===== config.mk =====
export PLATFORM = sky130hd
export DESIGN_NAME = scalar_slot_decoder
export DESIGN_NICKNAME = d
export VERILOG_FILES = /design/src/rtl/ssd_pkg.sv /design/src/rtl/ssd_slot_extract.sv /design/src/rtl/ssd_cf_match.sv /design/src/rtl/scalar_slot_decoder.sv
export SDC_FILE = /design/constraint.sdc
export NUM_CORES = 1
export LEC_CHECK = 0
export CORE_AREA = 4 4 219 221
export DETAILED_ROUTE_END_ITERATION = 10
export DIE_AREA = 0 0 223 225
export PLACE_DENSITY_LB_ADDON = 0.15
export SETUP_SLACK_MARGIN = 0.15
export SLEW_MARGIN = 30
export SYNTH_ARGS = -nofsm -noshare
export SYNTH_HDL_FRONTEND = slang
export SYNTH_SLANG_ARGS = --single-unit

===== constraint.sdc =====
create_clock -name clk -period 1.2 [get_ports clk]
set_input_delay 0.36 -clock clk [delete_from_list [all_inputs] [get_ports clk]]
set_output_delay 0.36 -clock clk [all_outputs]
set_load 0.02 [all_outputs]

===== src/rtl/ssd_pkg.sv =====
package ssd_pkg;
  localparam int CLS_W  = 4;
  localparam int SUB_W  = 6;
  localparam int REG_W  = 5;
  localparam int OPND_W = 6;
  localparam int OP_W   = CLS_W + SUB_W;

  typedef struct packed {
    logic              pred;
    logic [CLS_W-1:0]  cls;
    logic [SUB_W-1:0]  sub;
    logic [REG_W-1:0]  src;
    logic [OPND_W-1:0] opnd;
    logic [REG_W-1:0]  dst;
  } slot_t;

  // Joined (class, sub-operation) key used by the control-transfer matcher
  function automatic logic [OP_W-1:0] op_key(input logic [CLS_W-1:0] c,
                                             input logic [SUB_W-1:0] s);
    return {c, s};
  endfunction
endpackage


===== src/rtl/ssd_slot_extract.sv =====
module ssd_slot_extract
  import ssd_pkg::*;
#(
  parameter int SLOT_W   = 27,
  parameter int PRED_REL = 26,
  parameter int CLS_REL  = 22,
  parameter int SUB_REL  = 16,
  parameter int SRC_REL  = 11,
  parameter int OPND_REL = 5,
  parameter int DST_REL  = 0
) (
  input  logic [SLOT_W-1:0] win,
  output slot_t             fields
);
  always_comb begin
    fields.pred = win[PRED_REL];
    fields.cls  = win[CLS_REL  +: CLS_W];
    fields.sub  = win[SUB_REL  +: SUB_W];
    fields.src  = win[SRC_REL  +: REG_W];
    fields.opnd = win[OPND_REL +: OPND_W];
    fields.dst  = win[DST_REL  +: REG_W];
  end
endmodule


===== src/rtl/ssd_cf_match.sv =====
module ssd_cf_match
  import ssd_pkg::*;
#(
  parameter int                N_CF    = 4,
  parameter logic [N_CF*OP_W-1:0] CF_LIST = '0
) (
  input  logic [CLS_W-1:0] cls,
  input  logic [SUB_W-1:0] sub,
  output logic             hit
);
  logic [N_CF-1:0] entry_hit;
  logic [OP_W-1:0] key;

  assign key = op_key(cls, sub);

  for (genvar i = 0; i < N_CF; i++) begin : g_entry
    assign entry_hit[i] = (key == CF_LIST[i*OP_W +: OP_W]);
  end

  assign hit = |entry_hit;
endmodule


===== src/rtl/scalar_slot_decoder.sv =====
module scalar_slot_decoder
  import ssd_pkg::*;
#(
  parameter int BUNDLE_W    = 512,
  parameter int PRED_POS    = 503,
  parameter int CLS_LSB     = 499,
  parameter int SUB_LSB     = 493,
  parameter int SRC_LSB     = 488,
  parameter int OPND_LSB    = 482,
  parameter int DST_LSB     = 477,
  parameter int LANE_STRIDE = 27,
  parameter int N_CF        = 4,
  parameter logic [N_CF*10-1:0] CF_LIST = {10'h3C3, 10'h3C2, 10'h3C1, 10'h3C0}
) (
  input  logic                clk,
  input  logic                rst_n,
  input  logic                en,
  input  logic                bundle_valid,
  input  logic [BUNDLE_W-1:0] bundle,
  output logic                out_valid,
  output logic                l0_pred,
  output logic [3:0]          l0_cls,
  output logic [5:0]          l0_sub,
  output logic [4:0]          l0_src,
  output logic [5:0]          l0_opnd,
  output logic [4:0]          l0_dst,
  output logic                l0_issue,
  output logic                l1_pred,
  output logic [3:0]          l1_cls,
  output logic [5:0]          l1_sub,
  output logic [4:0]          l1_src,
  output logic [5:0]          l1_opnd,
  output logic [4:0]          l1_dst,
  output logic                l1_issue,
  output logic                lane1_illegal
);
  localparam int N_LANES  = 2;
  localparam int SLOT_W   = PRED_POS - DST_LSB + 1;
  localparam int LOW_BIT  = DST_LSB - (N_LANES - 1) * LANE_STRIDE;

  // Decoded (combinational) view of each lane and its control-transfer match
  slot_t              dec    [N_LANES];
  logic [N_LANES-1:0] cf_hit;

  for (genvar ln = 0; ln < N_LANES; ln++) begin : g_lane
    logic [SLOT_W-1:0] win;
    assign win = bundle[DST_LSB - ln*LANE_STRIDE +: SLOT_W];

    ssd_slot_extract #(
      .SLOT_W  (SLOT_W),
      .PRED_REL(PRED_POS - DST_LSB),
      .CLS_REL (CLS_LSB  - DST_LSB),
      .SUB_REL (SUB_LSB  - DST_LSB),
      .SRC_REL (SRC_LSB  - DST_LSB),
      .OPND_REL(OPND_LSB - DST_LSB),
      .DST_REL (0)
    ) u_extract (
      .win   (win),
      .fields(dec[ln])
    );

    ssd_cf_match #(
      .N_CF   (N_CF),
      .CF_LIST(CF_LIST)
    ) u_cf (
      .cls(dec[ln].cls),
      .sub(dec[ln].sub),
      .hit(cf_hit[ln])
    );
  end

  // Bits outside both slots carry other units' fields
  logic unused_bundle_bits;
  assign unused_bundle_bits = ^{bundle[BUNDLE_W-1:PRED_POS+1], bundle[LOW_BIT-1:0], cf_hit[0]};

  // Named legality event: control transfer in the restricted lane
  logic l1_violation;
  assign l1_violation = bundle_valid & cf_hit[1];

  slot_t q0, q1;
  logic  vq, ill_q;

  always_ff @(posedge clk or negedge rst_n) begin
    if (!rst_n) begin
      vq    <= 1'b0;
      ill_q <= 1'b0;
      q0    <= '0;
      q1    <= '0;
    end else if (en) begin
      vq    <= bundle_valid;
      ill_q <= l1_violation;
      q0    <= dec[0];
      q1    <= dec[1];
    end
  end

  assign out_valid     = vq;
  assign lane1_illegal = ill_q;
  assign l0_pred = q0.pred;
  assign l0_cls  = q0.cls;
  assign l0_sub  = q0.sub;
  assign l0_src  = q0.src;
  assign l0_opnd = q0.opnd;
  assign l0_dst  = q0.dst;
  assign l1_pred = q1.pred;
  assign l1_cls  = q1.cls;
  assign l1_sub  = q1.sub;
  assign l1_src  = q1.src;
  assign l1_opnd = q1.opnd;
  assign l1_dst  = q1.dst;
  assign l0_issue = vq & q0.pred;
  assign l1_issue = vq & q1.pred & ~ill_q;
endmodule


=== Word level (Yosys, flattened, before mapping) ===
Index checks and enable logic that the tools add are counted.

* Bitwise logic cells: 5
* Reduce and logical (&&, ||, !) cells: 1
* Equal/unequal tests: 4

{| class="wikitable"
|+ Operators with widths
! operator !! number
|-
| equality test 10 bit (second input constant) || 4
|-
| AND 1 bit || 4
|-
| OR reduction 4 bit || 1
|-
| NOT 1 bit || 1
|}

* Bits in registers: 56
* Output and inout port bits: 58
* Word-level logic and storage cells: 24
* Input bits: 516

=== Longest topological paths before layout ===
* Depth after elaboration: 3
* Mapped depth: 4
* Depth with buffers taken out: 2

=== By module ===
Synthesis repeated with hierarchy kept, for this count alone.

* Cell total of the unflattened synthesis: 179
* Area total of the unflattened synthesis: 2,640.0 um^2

{| class="wikitable"
|+ Modules (own cells, without submodules)
! module !! seq. area each (um^2) !! area an instance (um^2) !! cells an instance !! instances
|-
| scalar_slot_decoder || 1,401.3 || 2,207.1 || 122 || 1
|-
| ssd_slot_extract || 0.0 || 202.7 || 27 || 2
|-
| ssd_cf_match || 0.0 || 27.5 || 3 || 1
|}

=== Worst setup path before layout ===
Ideal clock, no wire load.

* Path type: register to output
* Start: reg vq, in the netlist out_valid
* End: out l1_issue
* Data required time: 0.840 ns
* Slack: 0.022 ns
* Path buffers: 0
* Stages on the path, launching flop included: 3
* Arrival time: 0.818 ns
* Cells stage by stage: dfrtp_1 -> nand2_1 -> nor2_1

* Longest elaborated chain between the ends: 2

{| class="wikitable"
|+ Ends and longest elaborated chain
! what !! line !! source
|-
| start, declared || scalar_slot_decoder.sv:81 || <nowiki>logic vq, ill_q;</nowiki>
|-
| start signal, assigned || scalar_slot_decoder.sv:90 || <nowiki>vq <= bundle_valid;</nowiki>
|-
| AND 1 bit (2 in series) || scalar_slot_decoder.sv:112 || <nowiki>assign l1_issue = vq & q1.pred & ~ill_q;</nowiki>
|-
| end, declared || scalar_slot_decoder.sv:34 || <nowiki>output logic l1_issue,</nowiki>
|}

Every way passes these cells.

=== Worst setup path in the final report ===
* Start: reg vq, in the netlist out_valid
* End: out l0_issue

* Longest elaborated chain between the ends: 1

{| class="wikitable"
|+ Ends and longest elaborated chain
! what !! line !! source
|-
| AND 1 bit || scalar_slot_decoder.sv:111 || <nowiki>assign l0_issue = vq & q0.pred;</nowiki>
|-
| end, declared || scalar_slot_decoder.sv:27 || <nowiki>output logic l0_issue,</nowiki>
|}

Every way passes these cells.

==> results by group <==
Status
  • Status: finished with violations
  • Violations in the final reports: setup timing

Die
  • Starting density of the core: 4.58%
  • Die W: 223 um
  • I/O Pins: 574
  • Core area: 46,200 um2
  • Die Height: 225 um
  • FP Rows: 79
  • Area of the die: 50,200 um2

Power and ir drop
  • Final Power: 5.10 mW
  • VDD IR max: 0.499 mV
  • P_leak: 1.68 nW
  • P per Cell Area: 1160 nW/um2

Synth
  • Syn nets: 641
  • Post-synth cell types: 12
  • Mapped Cells: 125
  • Synth Warn #: 0
  • Synth Register Bits: 56
  • Avg Cell Area, Syn: 16.9 um2
  • Netlist Area Pre-Place: 2110 um2
  • Seq/Total Area, Yosys: 66.4%

Drt
  • Detailed Route Iter0 Violations: 15
  • DRC Markers: 0
  • Drt via density: 1.84
  • Final ANT Viol Nets: 0
  • Wire per inst: 10.7 um
  • Vias: 1,602
  • First-pass detailed-route iteration total: 4
  • Total Wirelength: 9290 um

GRT
  • First-pass GRT wire length: 13,500 um
  • Initial antenna violation count: 5
  • Largest net degree at the start of global routing: 57
  • Vias in the first global route: 1,867
  • Total gr overflow: 0
  • Total GRT Usage: 3.71%

Clocking
  • Post-CTS Hold Buffers: 0
  • Clock tree buffer depth: 2
  • CTS H-Tree Depth: 2
  • TritonCTS clock tree: done
  • Clk Latency, worst-skew pair: 0.31 ns
  • Sink Count: 56
  • Clock transition at the registers of the reported paths: 0.08 ns
  • TritonCTS buffer count: 5
  • Root cell of the clock tree: clkbuf_16

Worst setup path
  • R2R setup slack: 0.21 ns
  • CP arrival: 1.14 ns
  • Max Fanout on Critical Path: 3
  • R2R Path End: l1_sub[3]
  • CP endpoint kind: output port
  • WP data required: 0.84 ns
  • RR Startpoint: l1_sub[3]
  • Worst Path Class, Setup: register to output port
  • Startpoint types: register
  • R2R cell count: 3

Cells and area
  • Final nets: 776
  • Final core occ: 9.56%
  • Area grow syn2layout: 109%
  • Layout cells sized above 1: 55.2%

Timing
  • Fin. max-slew vios: 0
  • Final critical-path share of the clock period: 125%
  • Smallest hold slack: 0.0551 ns
  • Final Setup Violations: 55
  • RSZ-0062 raised after global routing: true
  • Highest clock rate: 667 MHz
  • Fin crit period: 1.50 ns
  • Final Hold Viols: 0
  • Slew HR: 76.7%
  • Clock Skew: 0 ns
  • Setup WS post-layout: -0.299 ns
  • Worst slew pin tran: 0.349 ns

Worst hold path
  • Worst Hold Class: input pin to async pin

Place
  • Input/output buffers: 115
  • Hpwl dp: 7500 um
  • Placer congestion estimate: 0.650

Job
  • Maxcap violations: 0
[cells in the mapped netlist]
cell / number / share of area [%]
nand2_1: 2 / 0.36
mux2_1: 6 / 3.2
mux2_2: 49 / 26
buf_2: 3 / 0.71
and2_1: 1 / 0.30
buf_4: 3 / 1.1
o31ai_2: 1 / 0.59
nand4_1: 1 / 0.30
nand2b_1: 1 / 0.30
dfrtp_1: 56 / 66
or4_4: 1 / 0.53
nor2_1: 1 / 0.18
[state kept, by name, indices dropped and copies added (netlist names)]
| signal | cells |
|---|---|
| l0_opnd | 6 |
| l0_sub | 6 |
| l1_opnd | 6 |
| l1_sub | 6 |
| l0_dst | 5 |
| l0_src | 5 |
| l1_dst | 5 |
| l1_src | 5 |
| l0_cls | 4 |
| l1_cls | 4 |
| l0_pred | 1 |
| l1_pred | 1 |
| lane1_illegal | 1 |
| out_valid | 1 |
[report_power, final]
group	switching, mW	total, mW	internal (mW)
registers	0.141	2.21	2.07
clock network	0.790	1.57	0.781
logic	0.567	1.32	0.750
[worst max-delay path by stage]
stage,from,to,depth (start not counted)
2_1_floorplan,bundle[470],lane1_illegal,2
3_3_place_gp,out_valid,l1_issue,3
3_5_place_dp,out_valid,l1_issue,3
4_1_cts,out_valid,l0_issue,3
5_1_grt,out_valid,l0_issue,3
6_report,out_valid,l0_issue,3
[critical path: stages (launching register included)]
cell     delay, ns
dfrtp_2       0.44
buf_12        0.13
and2_4        0.13
buf_6         0.12
[cell usage in the layout (no fill, tap or decap), types with 2 or more instances in the layout]
| cell type | netlist | layout |
|---|---|---|
| buf_12 | 0 | 5 |
| buf_2 | 3 | 4 |
| buf_4 | 3 | 15 |
| buf_6 | 0 | 57 |
| clkbuf_16 | 0 | 5 |
| clkdlybuf4s50_1 | 0 | 48 |
| clkinvlp_4 | 0 | 2 |
| dfrtp_1 | 56 | 55 |
| diode_2 | 0 | 3 |
| dlymetal6s2s_1 | 0 | 3 |
| mux2_1 | 6 | 6 |
| mux2_2 | 49 | 49 |
| nand2_1 | 2 | 2 |
[what timing repair did]
action / 4_1_cts / 5_1_grt
buffers inserted: 3 / 2
setup endpoints to repair: 59 / 59
pin swaps: 2 / 3
resized for setup: 301 / 7
[final cells by class]
type / instances / area [um2]
multi-input cells: 63 / 687
flip-flops and latches: 56 / 1400
fillers: 5277 / 41700
clock buffers: 5 / 125
diodes: 3 / 7.51
well taps: 607 / 759
clock inverters: 3 / 23.8
repair buffers: 134 / 1410
[logic make-up (layout without fill, tap and decap cells)]
family                 Yosys count  in the layout  synth area share, %
buffers and inverters            6            142                 1.78
other                            0              3                    0
DFF                             56             56                 66.4
muxes                           55             55                 29.3
AOI/OAI and AO/OA                1              1                0.592
and+or+nand+nor                  7              7                 1.96
[per-stage QoR]
| step | cell area [um2] | cells | TNS [ns] | setup WS [ns] |
|---|---|---|---|---|
| 2_1_floorplan | 2140 | 125 | 0 | 0.0753 |
| 3_3_place_gp | 4120 | 855 | -9.34 | -0.486 |
| 3_5_place_dp | 4120 | 855 | -9.42 | -0.488 |
| 4_1_cts | 4380 | 866 | -3.02 | -0.356 |
| 5_1_grt | 4410 | 869 | -3.93 | -0.362 |
| 6_report | 4410 | 871 | -1.43 | -0.299 |
[layer usage]
layer  global-route usage (%)  part of all wire (%)
met3                     2.46                    11
met1                     3.93                    38
met5                        0                  0.28
met2                     6.16                    49
met4                    0.895                  0.96
Power figures use the tool's default switching activity.
